[src/rtl/ecc_inj_pkg.sv]
`timescale 1ns/1ps
package ecc_inj_pkg;
   localparam int BANK_FIELD_W = 8;
   localparam int CTRL_W       = 4 + BANK_FIELD_W;

   localparam logic [3:0] WORD_CTRL  = 4'd0;
   localparam logic [3:0] WORD_DELAY = 4'd1;
   localparam logic [3:0] WORD_MASK  = 4'd2;

   typedef struct packed {
      logic [BANK_FIELD_W-1:0] bank;
      logic                    tgt_data;
      logic                    dly_en;
      logic                    persist;
      logic                    en;
   } inj_ctrl_t;
endpackage

[src/rtl/ecc_inj_ctrl.sv]
`timescale 1ns/1ps
module ecc_inj_ctrl
   import ecc_inj_pkg::*;
#(
   parameter int DATA_W = 64,
   parameter int MASK_W = 64,
   parameter int NBANK  = 8
) (
   input  logic              clk,
   input  logic              rst_n,
   input  logic              wr_ctrl,
   input  logic              wr_mask,
   input  logic [DATA_W-1:0] wdata,
   input  logic              fire,
   output inj_ctrl_t         ctrl,
   output logic [MASK_W-1:0] mask
);
   localparam logic [BANK_FIELD_W-1:0] BANK_KEEP =
      BANK_FIELD_W'((1 << NBANK) - 1);

   inj_ctrl_t ctrl_wr;

   always_comb begin
      ctrl_wr      = inj_ctrl_t'(wdata[CTRL_W-1:0]);
      ctrl_wr.bank = ctrl_wr.bank & BANK_KEEP;
   end

   always_ff @(posedge clk or negedge rst_n) begin
      if (!rst_n) begin
         ctrl <= '0;
      end else if (wr_ctrl) begin
         ctrl <= ctrl_wr;
      end else if (fire && !ctrl.persist) begin
         ctrl.en <= 1'b0;
      end
   end

   always_ff @(posedge clk or negedge rst_n) begin
      if (!rst_n) begin
         mask <= '0;
      end else if (wr_mask) begin
         mask <= wdata[MASK_W-1:0];
      end
   end
endmodule

[src/rtl/ecc_inj_delay.sv]
`timescale 1ns/1ps
module ecc_inj_delay #(
   parameter int DATA_W = 64,
   parameter int CNT_W  = 64
) (
   input  logic             clk,
   input  logic             rst_n,
   input  logic             wr_delay,
   input  logic [DATA_W-1:0] wdata,
   input  logic             fire,
   input  logic             persist,
   input  logic             run,
   output logic [CNT_W-1:0] count,
   output logic [CNT_W-1:0] reload,
   output logic             expired
);
   assign expired = (count == '0);

   always_ff @(posedge clk or negedge rst_n) begin
      if (!rst_n) begin
         count  <= '0;
         reload <= '0;
      end else if (wr_delay) begin
         count  <= wdata[CNT_W-1:0];
         reload <= wdata[CNT_W-1:0];
      end else if (fire && persist) begin
         count <= reload;
      end else if (run && !expired) begin
         count <= count - CNT_W'(1);
      end
   end
endmodule

[src/rtl/ecc_inj_shape.sv]
`timescale 1ns/1ps
module ecc_inj_shape #(
   parameter int MASK_W = 64,
   parameter int TAG_W  = 32,
   parameter int NBANK  = 8
) (
   input  logic              armed,
   input  logic              tgt_data,
   input  logic [NBANK-1:0]  bank_sel,
   input  logic [MASK_W-1:0] mask,
   output logic              inj_target,
   output logic [NBANK-1:0]  inj_banks,
   output logic [MASK_W-1:0] inj_mask
);
   logic [MASK_W-1:0] tag_view;

   generate
      if (TAG_W < MASK_W) begin : g_tag_trim
         assign tag_view = {{(MASK_W-TAG_W){1'b0}}, mask[TAG_W-1:0]};
      end else begin : g_tag_full
         assign tag_view = mask;
      end
   endgenerate

   always_comb begin
      inj_target = armed & tgt_data;
      inj_banks  = armed ? bank_sel : '0;
      if (!armed)        inj_mask = '0;
      else if (tgt_data) inj_mask = mask;
      else               inj_mask = tag_view;
   end
endmodule

[src/rtl/ecc_inj_bank.sv]
`timescale 1ns/1ps
module ecc_inj_bank
   import ecc_inj_pkg::*;
#(
   parameter int ADDR_W = 7,
   parameter int DATA_W = 64,
   parameter int MASK_W = 64,
   parameter int CNT_W  = 64,
   parameter int TAG_W  = 32,
   parameter int NBANK  = 8
) (
   input  logic              clk,
   input  logic              rst_n,
   input  logic              bus_wr,
   input  logic [ADDR_W-1:0] bus_addr,
   input  logic [DATA_W-1:0] bus_wdata,
   output logic [DATA_W-1:0] bus_rdata,
   input  logic              inj_done,
   output logic              inj_req,
   output logic              inj_target,
   output logic [NBANK-1:0]  inj_banks,
   output logic [MASK_W-1:0] inj_mask
);
   localparam int WORD_W = ADDR_W - 3;

   generate
      if (ADDR_W != 7)                      begin : g_bad_addr  $error("ADDR_W must be 7"); end
      if (NBANK < 1 || NBANK > BANK_FIELD_W) begin : g_bad_bank  $error("NBANK out of range"); end
      if (MASK_W > DATA_W || CNT_W > DATA_W) begin : g_bad_width $error("register wider than bus"); end
      if (TAG_W < 1 || TAG_W > MASK_W)       begin : g_bad_tag   $error("TAG_W out of range"); end
   endgenerate

   logic [WORD_W-1:0] word;
   logic              wr_ctrl, wr_delay, wr_mask, fire;
   inj_ctrl_t         ctrl;
   logic [MASK_W-1:0] mask;
   logic [CNT_W-1:0]  count, reload;
   logic              expired;

   assign word     = bus_addr[ADDR_W-1:3];
   assign wr_ctrl  = bus_wr && (word == WORD_CTRL);
   assign wr_delay = bus_wr && (word == WORD_DELAY);
   assign wr_mask  = bus_wr && (word == WORD_MASK);

   assign inj_req = ctrl.en && (!ctrl.dly_en || expired);
   assign fire    = inj_done && inj_req;

   ecc_inj_ctrl #(.DATA_W(DATA_W), .MASK_W(MASK_W), .NBANK(NBANK)) u_ctrl (
      .clk(clk), .rst_n(rst_n), .wr_ctrl(wr_ctrl), .wr_mask(wr_mask),
      .wdata(bus_wdata), .fire(fire), .ctrl(ctrl), .mask(mask)
   );

   ecc_inj_delay #(.DATA_W(DATA_W), .CNT_W(CNT_W)) u_delay (
      .clk(clk), .rst_n(rst_n), .wr_delay(wr_delay), .wdata(bus_wdata),
      .fire(fire), .persist(ctrl.persist), .run(ctrl.en && ctrl.dly_en),
      .count(count), .reload(reload), .expired(expired)
   );

   ecc_inj_shape #(.MASK_W(MASK_W), .TAG_W(TAG_W), .NBANK(NBANK)) u_shape (
      .armed(inj_req), .tgt_data(ctrl.tgt_data), .bank_sel(ctrl.bank[NBANK-1:0]),
      .mask(mask), .inj_target(inj_target), .inj_banks(inj_banks), .inj_mask(inj_mask)
   );

   always_comb begin
      bus_rdata = '0;
      case (word)
         WORD_CTRL:  bus_rdata[CTRL_W-1:0] = ctrl;
         WORD_DELAY: bus_rdata[CNT_W-1:0]  = count;
         WORD_MASK:  bus_rdata[MASK_W-1:0] = mask;
         default:    bus_rdata = '0;
      endcase
   end
endmodule

[config.mk]
export PLATFORM = sky130hd
export DESIGN_NAME = ecc_inj_bank
export DESIGN_NICKNAME = d
export VERILOG_FILES = /design/src/rtl/ecc_inj_pkg.sv /design/src/rtl/ecc_inj_ctrl.sv /design/src/rtl/ecc_inj_delay.sv /design/src/rtl/ecc_inj_shape.sv /design/src/rtl/ecc_inj_bank.sv
export SDC_FILE = /design/constraint.sdc
export NUM_CORES = 1
export LEC_CHECK = 0
export BUFFER_PORTS_ARGS = -buffer_cell sky130_fd_sc_hd__buf_4
export CAP_MARGIN = 5
export CORE_UTILIZATION = 47
export CTS_CLUSTER_SIZE = 28
export DETAILED_ROUTE_END_ITERATION = 16
export HOLD_SLACK_MARGIN = 0.06
export MAX_ROUTING_LAYER = met4
export PLACE_DENSITY_LB_ADDON = 0.1
export SETUP_SLACK_MARGIN = 0.4
export SYNTH_ARGS = -nofsm -noshare
export SYNTH_HDL_FRONTEND = slang
export SYNTH_SLANG_ARGS = --single-unit
[constraint.sdc]
create_clock -name clk -period 3.1 [get_ports clk]
set_input_delay 0.93 -clock clk [delete_from_list [all_inputs] [get_ports clk]]
set_output_delay 0.93 -clock clk [all_outputs]
set_load 0.01 [all_outputs]
# Yosys cells after proc, flatten, opt, wreduce, memory -nomap -nowiden
# Index checks and enable logic that the tools add are counted.
word_totals:
  elab_cells: 39
  ff_bits: 204
  out_inout_bits: 138
  inputBits: 75
classes:
  muxes: 10
  reduce_logical: 17
  bitwise_logic: 1
  n_eq_ne: 2
  n_addsub: 1
ops:
  columns: ["operator", "n"]
  rows:
  - ["$mux W64", 5]
  - ["$pmux W52 S2", 1]
  - ["$logic_not A64 Y1", 1]
  - ["$sub A64 B1 Y64 const B", 1]
  - ["$pmux W12 S3", 1]
  - ["$logic_and A1 B1 Y1", 9]
  - ["$mux W8", 1]
  - ["$eq A4 B1 Y1 const B", 1]
  - ["$eq A4 B2 Y1 const B", 1]
  - ["$logic_not A4 Y1", 1]
  - ["$logic_not A1 Y1", 3]
  - ["$reduce_bool A3 Y1", 1]
  - ["$mux W1", 2]
  - ["$reduce_bool A2 Y1", 1]
  - ["$and A1 B1 Y1", 1]
  - ["$logic_or A1 B1 Y1", 1]

# Logic depth before layout (Yosys ltp)
# Gate-level depths: netlist of run 1.
logic_depth:
  depth_word: 7
  depth_mapped: 12
  ltp_nobuf: 9

# Cells and area by module
# A second synthesis of run 1 with hierarchy kept.
hier_totals:
  hier_cells: 1191
  hier_area_um2: 12094.1
by_module_without_submodules:
  columns: ["module", "area_each_um2", "instances", "cells_per_inst", "seq_area_each_um2"]
  rows:
  - ["ecc_inj_delay", 7504.7, 1, 843, 3203.1]
  - ["ecc_inj_ctrl", 3131.8, 1, 163, 1901.8]
  - ["ecc_inj_bank", 914.6, 1, 101, 0.0]
  - ["ecc_inj_shape", 543.0, 1, 84, 0.0]

# Worst setup path after synthesis of run 1
# No wires, ideal clock.
synth_path:
  path_kind: "register -> output"
  from: "reg u_delay.count[62]"
  to: "out inj_mask[54]"
  path_buffers: 1
  setup_slack_ns: -0.158
  stages_incl_launch_ff: 8
  arrival_ns: 2.328
  required_time_ns: 2.170
  cell_sequence: "dfrtp_1 or4_1 and4bb_1 nand4_2 o31ai_4 and3_1 buf_2 and2_1"
synth_via:
  elab_chain_cells: 4
synth_lines:
  columns: ["item", "line_no", "rtl"]
  rows:
  - ["start, declared", "ecc_inj_delay.sv:13", "output logic [CNT_W-1:0] count,"]
  - ["start signal, assigned", "ecc_inj_delay.sv:24", "count <= wdata[CNT_W-1:0];"]
  - ["start signal, assigned", "ecc_inj_delay.sv:27", "count <= reload;"]
  - ["start signal, assigned", "ecc_inj_delay.sv:29", "count <= count - CNT_W'(1);"]
  - ["$logic_not A64 Y1", "ecc_inj_delay.sv:17", "assign expired = (count == '0);"]
  - ["$logic_or A1 B1 Y1", "ecc_inj_bank.sv:45", "assign inj_req = ctrl.en && (!ctrl.dly_en || expired);"]
  - ["$logic_and A1 B1 Y1", "ecc_inj_bank.sv:45", null]
  - ["$mux W64", "ecc_inj_shape.sv:28", "if (!armed) inj_mask = '0;"]
  - ["end, declared", "ecc_inj_bank.sv:22", "output logic [MASK_W-1:0] inj_mask"]
# No other way between the ends.

# Worst setup path in the final report of run 1
layout_path:
  from: "reg u_delay.count[63]"
  to: "out inj_mask[49]"
# Same word-level chain as after synthesis.

==> flow_summary.toml, run 1 <==
[pwr]
power_switching_uw = 2948
vdd_drop_max_mv = 0.3906
power_density_mw_per_mm2 = 547.2
p_int_uw = 6182
p_seq_share_pct = 40.6
sw_frac_of_total_pct = 32.29
clock_power_share_pct = 30.7
comb_power_share_pct = 28.7
p_leak_uw = 0.007984
power_uw = 9131

[synth]
syn_area_mm2 = 0.01113
synth_edf_count = 0
synth_top_family_by_area = "simple AND/OR/NAND/NOR gates"
ys_seq_area_share_pct = 45.85
synthFlopType = "dfrtp_1"
synthesis.nets = 1273
async_reset_ff_share_pct = 100.0
synthCells = 1196
avgSynthCellArea_um2 = 9.310
synth_compound_area_share_pct = 19.68
synth_seq_cells = 204
synth_xor_area_share_pct = 0.7079
yosysWarnings = 0
yosysUniqueCellTypes = 68
synth.area.mux_share_pct = 7.686
synth_fa_ha_area_share_pct = 0.2247
yosys.area_share.simple_pct = 21.86

[finish]
final_cell_mix = "262 x buf_4, 222 x nand2_1, 204 x dfrtp_1"
final_util_pct = 72.81
nets = 1630
layout_commonest_cell = "buf_4"
layout-drive-gt1-share_pct = 39.52
syn2layout_area_growth_pct = 49.86

[clock_network]
clk_path_buf_depth = 3
clk_latency_ns = 0.54
cts_tree = "yes"
cts_hold_buf = 0
clk_pin_slew_ns = 0.07
cts_root_buffer = "clkbuf_16"
htree_levels = 1
numClockSinks = 204
cts_buffers = 24

[worst_setup_path]
cp-end-kind = "output pin"
r2r-start = "u_delay.count[63]"
critPathLaunchType = "register"
cp.required_ns = 2.17
cp-startpoint = "u_delay.count[63]"
cp.arrival_ns = 2.85
critPathMaxFanout = 20
path_class = "reg2out"

[global_routing]
grt_use_total_pct = 33.83
grt_pass1_wl_mm = 61.77
antenna_found_initial = 1
grt_pass1_vias = 10970
grt_overflow_total = 0
grt_max_degree = 60

[sta]
rsz0062_at_grt = "true"
finalSetupViolations = 95
setup_slack_ns = -0.6818
fin_crit_ns = 3.782
max_slew_margin_pct = 48.71
final-hold-violation-count = 0
timing.clock.skew_ns = 0.01790
setup_tns_ns = -47.67
drv_slew = 0
period_share_pct = 122.0
holdWs_ns = 0.3975
worst_pin_slew_ns = 0.7693
fmax_mhz = 264.4

[place]
dp_hpwl_mm = 25.25
gp_congestion = 0.8997
post-place-ws_ns = -0.2239
io_buffers = 209

[route]
ant_nets = 0
wl_per_cell_um = 22.24
vias = 11590
dr.pass1.iters = 6
drt_iter0_markers = 1124
drc = 0
vias_per_cell = 6.153
drt_wl_total_mm = 41.88

[status]
outcome = "finished, violations left"
violations = "setup timing"

[floorplanning]
die_area_mm2 = 0.02431
die_h_um = 155.9
die_w_um = 155.9
start_util_pct = 48.59
design.core.area_mm2 = 0.02292
num_rows = 55
pin_count = 213

[hold_path]
holdCritPathClass = "in2async"

[run]
maxCapViolations = 0
synthesized netlist by cell type, types with 10 or more instances:
| cell | number | area, µm² |
|---|---|---|
| buf_1 | 10 | 37.54 |
| clkbuf_1 | 58 | 217.7 |
| o21a_1 | 13 | 97.59 |
| nand3_1 | 19 | 95.09 |
| inv_1 | 20 | 75.07 |
| nand4_1 | 11 | 68.82 |
| a31oi_1 | 40 | 250.2 |
| nor4_1 | 21 | 131.4 |
| and2_1 | 35 | 219.0 |
| nor3_1 | 34 | 170.2 |
| o21ai_0 | 40 | 200.2 |
| a22o_1 | 71 | 621.9 |
| o22a_1 | 16 | 140.1 |
| dfrtp_1 | 204 | 5105 |
| a211oi_1 | 11 | 82.58 |
| a21oi_1 | 27 | 135.1 |
| and3_1 | 48 | 300.3 |
| a222oi_1 | 13 | 130.1 |
| or3_1 | 14 | 87.58 |
| mux2_2 | 76 | 855.8 |
| nand2_1 | 226 | 848.3 |
| nor2_1 | 61 | 229.0 |
| o211ai_1 | 11 | 82.58 |
| buf_2 | 17 | 85.08 |
path summary, 6_finish.rpt:
check	cells after the start	to	slack [ns]
setup / recovery	8	inj_mask[49]	-0.68
hold / removal	1	u_ctrl.mask[56]	0.40
setup reg to reg	9	u_delay.count[43]	0.34
hold reg to reg	2	u_delay.reload[62]	0.47
max in group asynchronous	2	u_delay.count[40]	2.03
min in group clk	2	u_delay.reload[62]	0.47
cell type report:
cell class                 count  area (µm²)
timing repair buffer         420        4334
multi-input combinational    883        6000
clock inverter                 4       35.03
antenna                        1       2.502
tap                          313       391.6
fill                        1664        6230
sequential                   204        5105
clock buffer                  38       743.2
inverter                      20       75.07
worst max-delay path, stage by stage, from the launching register on:
cell,delay [ns]
dfrtp_1,0.38
or4_4,0.56
and4bb_1,0.33
nand4_4,0.10
o31ai_4,0.24
and3_4,0.27
buf_12,0.17
and2_4,0.15
buf_4,0.11
kinds of logic after synthesis:
kind of cell / count (synthesis)
fa+ha+maj: 2
buf+inv: 110
mux: 76
xor+xnor: 9
flops: 204
compound gates: 295
simple gates: 500
flip-flops by register name, summed over array words and instances, names as in the netlist:
register        count
u_ctrl.mask        64
u_delay.count      64
u_delay.reload     64
u_ctrl.ctrl        12
layer usage:
metal | track usage, % | wire (µm) | share of wire, % | up-vias
met5 | - | 0 | 0 | -
met4 | 13.59 | 1958 | 4.7 | 0
met3 | 4.417 | 2882 | 6.9 | 130
met2 | 55.25 | 20150 | 48 | 559
met1 | 42.59 | 16890 | 40 | 5766
li1 | - | - | - | 5132
power groups by stage:
stage	registers [µW]	logic, µW	clock network [µW]
2_1_floorplan	3690	1250	0
3_3_place_gp	3690	2270	0
3_5_place_dp	3710	2330	0
4_1_cts	3670	2500	2810
5_1_grt	3770	2820	2940
6_report	3710	2620	2800
timing repair:
item | in CTS | in global routing
endpoints found under the setup margin | 174 | 192
cloned | 17 | 7
buffers inserted | 32 | 20
resized for setup | 131 | 55
pin swaps | 32 | 35
per-stage QoR:
step | instances | area [µm²]
3_5_place_dp | 1764 | 14120
4_1_cts | 1855 | 16110
6_report | 1883 | 16690
5_1_grt | 1883 | 16690
3_3_place_gp | 1764 | 14120
2_1_floorplan | 1196 | 11410
No activity file was read; power rests on OpenSTA's default activity.
==> run 2: changes to the inputs <==
--- a/config.mk
+++ b/config.mk
@@ -7,6 +7,7 @@
 export LEC_CHECK = 0
 export BUFFER_PORTS_ARGS = -buffer_cell sky130_fd_sc_hd__buf_4
 export CAP_MARGIN = 5
+export CORE_ASPECT_RATIO = 2
 export CORE_UTILIZATION = 47
 export CTS_CLUSTER_SIZE = 28
 export DETAILED_ROUTE_END_ITERATION = 16
==> run 2 against run 1 <==
Compared with the run above:
- the flow still finishes with violations (setup timing)
- sequential cell count stayed put
- critical path depth stayed put
- utilization is 1.1 points lower
- global-route usage is 0.25 points lower
==> flow_summary.toml, run 2 (synthesis gave the netlist of run 1 again) <==
[sta]
finalSetupViolations = 74
max_slew_margin_pct = 53.76
final-hold-violation-count = 0
worst_pin_slew_ns = 0.6873
drv_slew = 0
timing.clock.skew_ns = 0.01243
setup_slack_ns = -0.6633
fin_crit_ns = 3.763
period_share_pct = 121.4
rsz0062_at_grt = "true"
holdWs_ns = 0.3347
fmax_mhz = 265.7

[status]
violations = "setup timing"
outcome = "finished, violations left"

[global_routing]
grt_max_degree = 62
grt_use_total_pct = 33.58
grt_pass1_wl_mm = 62.00
grt_overflow_total = 0
antenna_found_initial = 0
grt_pass1_vias = 10920

[route]
wl_per_cell_um = 22.94
vias = 11540
drt_wl_total_mm = 42.58
vias_per_cell = 6.217
drc = 0
dr.pass1.iters = 6
drt_iter0_markers = 880
ant_nets = 0

[finish]
antenna_cells = 0
nets = 1637
layout-drive-gt1-share_pct = 38.91
syn2layout_area_growth_pct = 49.56
final_cell_mix = "260 x buf_4, 222 x nand2_1, 204 x dfrtp_1"
reg_top3 = "u_ctrl.mask: 64 flops, u_delay.count: 64 flops, u_delay.reload: 64 flops"
layout_commonest_cell = "buf_4"

[floorplanning]
die_area_mm2 = 0.02435
die_w_um = 110.8
die_h_um = 219.7
design.core.area_mm2 = 0.02323
num_rows = 79
pin_count = 213
start_util_pct = 47.93

[clock_network]
clk_latency_ns = 0.51
cts_buffers = 20
cts_tree = "yes"
cts_root_buffer = "clkbuf_16"
clk_pin_slew_ns = 0.07
htree_levels = 1
numClockSinks = 204
clk_path_buf_depth = 3
cts_hold_buf = 0

[worst_setup_path]
path_class = "reg2out"
worst_path_most_repeated_cell = "buf_4"
cp.arrival_ns = 2.83
ff2ff_path_depth = 10
critPathTopFamily = "simple AND/OR/NAND/NOR gates"
path_buf_inv = 3
cp_cell_sequence = "or4_4, and4bb_2, nand4_4, o31ai_4, buf_4, buf_12, and3_1, buf_4"
slowest_stage = "or4_4"
cp.required_ns = 2.17
r2r-start = "u_delay.count[63]"
critPathMaxFanout = 16
critPathLaunchType = "register"
rrSetupSlack_ns = 0.33
rr_endpoint = "u_delay.count[0]"
cp-end-kind = "output pin"
critPathMaxStageDelay_ns = 0.54

[pwr]
vdd_drop_max_mv = 0.5995
p_leak_uw = 0.008020
power_density_mw_per_mm2 = 526.7
power_uw = 8770

[place]
gp_congestion = 0.9136
io_buffers = 209
dp_hpwl_mm = 26.19

[hold_path]
holdCritPathClass = "in2async"

[run]
maxCapViolations = 0
run 2: timing repair:
item,in CTS,in global routing
buffers inserted,27,36
setup endpoints to repair,172,198
pin swaps,32,31
cloned,16,11
gates resized for setup,136,61
run 2: report_power, final:
part / switching, µW / leakage, µW / total (µW) / internal [µW]
sequential: 455 / 0.00256 / 3720 / 3260
clock: 1080 / 0.000324 / 2450 / 1380
combinational: 1320 / 0.00514 / 2600 / 1280
total: 2850 / 0.00802 / 8770 / 5920
run 2: layout make-up:
type,instances,area (µm²)
multi-input combinational,882,5902
clock inverter,6,32.53
inverter,20,75.07
timing repair buffer,432,4568
sequential,204,5105
tap,283,354.1
fill,1740,6576
clock buffer,29,615.6
run 2: through the flow:
stage	instance area (µm²)	worst slack (ns)	std cells	TNS [ns]	utilization, %
after floorplan	11410	-0.07929	1196	-2.202	-
after global placement	14070	-0.1663	1731	-10.11	60.57
after detailed placement	14070	-0.1957	1731	-12.21	60.57
after CTS	15890	-0.6377	1809	-44.93	68.41
after global routing	16650	-0.7060	1856	-50.60	71.69
final	16650	-0.6633	1856	-46.05	71.69
run 2: per-layer routing:
metal	track usage, %	part of all wire [%]	vias up
met1	37.57	36	5706
met2	59.81	53	552
li1	-	-	5139
met3	3.025	5.9	142
met5	-	0	-
met4	16.76	5.2	0
run 2: worst max path at each step:
stage,startpoint,end,cells after the start
final,u_delay.count[63],inj_banks[2],8
after global routing,u_delay.count[63],inj_mask[32],8
after CTS,u_delay.count[63],inj_mask[36],8
after detailed placement,u_delay.count[63],inj_mask[36],8
after global placement,u_delay.count[63],inj_mask[32],8
after floorplan,u_delay.count[61],inj_mask[34],7
==> run 3: changes to the inputs <==
--- a/config.mk
+++ b/config.mk
@@ -8,7 +8,7 @@
 export BUFFER_PORTS_ARGS = -buffer_cell sky130_fd_sc_hd__buf_4
 export CAP_MARGIN = 5
 export CORE_ASPECT_RATIO = 2
-export CORE_UTILIZATION = 47
+export CORE_UTILIZATION = 50
 export CTS_CLUSTER_SIZE = 28
 export DETAILED_ROUTE_END_ITERATION = 16
 export HOLD_SLACK_MARGIN = 0.06
@@ -18,3 +18,4 @@
 export SYNTH_ARGS = -nofsm -noshare
 export SYNTH_HDL_FRONTEND = slang
 export SYNTH_SLANG_ARGS = --single-unit
+export TNS_END_PERCENT = 1
==> run 3 against run 2 <==
Compared with the run above:
- the run still ends with setup timing left
- non-clock buffer count down 98
- clock power about the same
- first-iteration DRC count shrank 31%
- highest routed layer unchanged
- critical path depth stayed put
- critical endpoint is now inj_mask[32]
==> flow_summary.toml, run 3 (synthesis gave the netlist of run 1 again) <==
[status]
outcome = "finished, violations left"
violations = "setup timing"

[clock_network]
htree_levels = 1
clk_pin_slew_ns = 0.07
numClockSinks = 204
cts_tree = "yes"
cts_buffers = 20
clk_path_buf_depth = 3
clk_latency_ns = 0.52
post-cts-setup-buffer-count = 0
cts_root_buffer = "clkbuf_16"

[global_routing]
grt_max_degree = 60
grt_use_total_pct = 33.08
grt_overflow_total = 0
grt_pass1_wl_mm = 57.33
grt_pass1_vias = 11060
antenna_found_initial = 0

[worst_setup_path]
path_buf_inv = 2
critPathLaunchType = "register"
critPathTopFamily = "simple AND/OR/NAND/NOR gates"
r2r-start = "u_delay.count[61]"
cp.required_ns = 2.17
cp.arrival_ns = 2.81
cp_cell_sequence = "or4_4, and4bb_2, nand4_4, o31ai_4, and3_4, buf_12, and2_1, buf_4"
path_class = "reg2out"
rr_endpoint = "u_delay.count[48]"
critPathMaxFanout = 19
ff2ff_path_depth = 10
cp-end-kind = "output pin"
critPathMaxStageDelay_ns = 0.52
slowest_stage = "or4_4"
rrSetupSlack_ns = 0.44

[pwr]
p_seq_share_pct = 43.1
sw_frac_of_total_pct = 32.26
p_int_uw = 5830
p_leak_uw = 0.007279
clock_power_share_pct = 28.8
comb_power_share_pct = 28.0
vdd_drop_max_mv = 0.4444
power_density_mw_per_mm2 = 566.8
power_switching_uw = 2777

[sta]
period_share_pct = 120.5
timing.clock.skew_ns = 0.01001
fmax_mhz = 267.6
drv_slew = 0
worst_pin_slew_ns = 0.9397
fin_crit_ns = 3.737
setup_tns_ns = -44.66
setup_slack_ns = -0.6366
rsz0062_at_grt = "true"
final-hold-violation-count = 0
finalSetupViolations = 74
max_slew_margin_pct = 37.21
holdWs_ns = 0.3756

[finish]
nets = 1539
nFillCells = 1719
final_util_pct = 70.04
final_cell_mix = "224 x nand2_1, 215 x buf_4, 204 x dfrtp_1"
layout-drive-gt1-share_pct = 34.76
syn2layout_area_growth_pct = 36.39
instances_no_fill = 1749
reg_top3 = "u_ctrl.mask: 64 flops, u_delay.count: 64 flops, u_delay.reload: 64 flops"
layout_commonest_cell = "nand2_1"
antenna_cells = 0

[route]
drc = 0
dr.pass1.iters = 7
drt_wl_total_mm = 36.10
vias_per_cell = 6.172
drt_iter0_markers = 605
vias = 10800
ant_nets = 0
wl_per_cell_um = 20.64

[place]
post-place-ws_ns = -0.1939
dp.cells = 1713
io_buffers = 209
dp_hpwl_mm = 25.68
gp_congestion = 0.9076

[floorplanning]
start_util_pct = 51.36
num_rows = 76
die_area_mm2 = 0.02291
design.core.area_mm2 = 0.02168
die_w_um = 107.5
pin_count = 213
die_h_um = 213.0

[hold_path]
holdCritPathClass = "in2async"

[run]
maxCapViolations = 0
-- run 3: cell count changes in the layout (fill, tap and decap cells not counted), moves of 5 or more --
cell	previous run	this run
buf_4	260	215
buf_16	17	0
buf_12	27	16
buf_6	110	100
clkbuf_16	31	21
buf_8	7	2
-- run 3: worst register-to-register path, delay by kind of cell (launching register included) --
kind	cells	cell delay, ns
flops	1	0.40
compound gates	4	0.62
buf+inv	3	0.59
simple gates	3	0.98
-- run 3: power groups by stage --
stage	Clock [µW]	Combinational, µW	Sequential [µW]
after floorplan	0	1240	3690
after global placement	0	2260	3720
after detailed placement	0	2320	3740
after CTS	2520	2370	3700
after global routing	2600	2630	3790
final	2480	2410	3710
-- run 3: final cells by class --
cell class,count,area [µm²],area share (%)
timing repair buffer,334,3104,20.44
clock inverter,6,38.79,0.2554
tap,273,341.6,2.249
multi-input combinational,882,5902,38.86
sequential,204,5105,33.62
clock buffer,30,619.3,4.078
inverter,20,75.07,0.4944
-- run 3: worst max-delay path by stage --
stage | start | end | slack, ns | depth (start not counted)
2_1_floorplan | u_delay.count[61] | inj_mask[34] | -0.08 | 7
3_3_place_gp | u_delay.count[61] | inj_mask[40] | -0.17 | 8
3_5_place_dp | u_delay.count[61] | inj_mask[32] | -0.19 | 8
4_1_cts | u_delay.count[61] | inj_mask[32] | -0.65 | 8
5_1_grt | u_delay.count[63] | inj_mask[32] | -0.71 | 8
6_report | u_delay.count[61] | inj_mask[32] | -0.64 | 8
-- run 3: metal layers --
metal  wire [µm]  up-vias  track usage, %
li1            -     4928               -
met1       13350     5363           36.49
met2       19580      398           59.06
met3        1486      106           2.625
met4        1690        0           16.63
met5           0        -               -
-- run 3: what timing repair did --
item,in CTS,in global routing
pin swaps,76,64
endpoints found under the setup margin,181,185
resized for setup,103,34
hold buffers,0,0
-- run 3: stage by stage --
| stage | instance area (µm²) | total power [µW] |
|---|---|---|
| after CTS | 15060 | 8586 |
| after floorplan | 11270 | 4931 |
| final | 15190 | 8607 |
| after global placement | 14000 | 5977 |
| after detailed placement | 14000 | 6060 |
| after global routing | 15190 | 9013 |
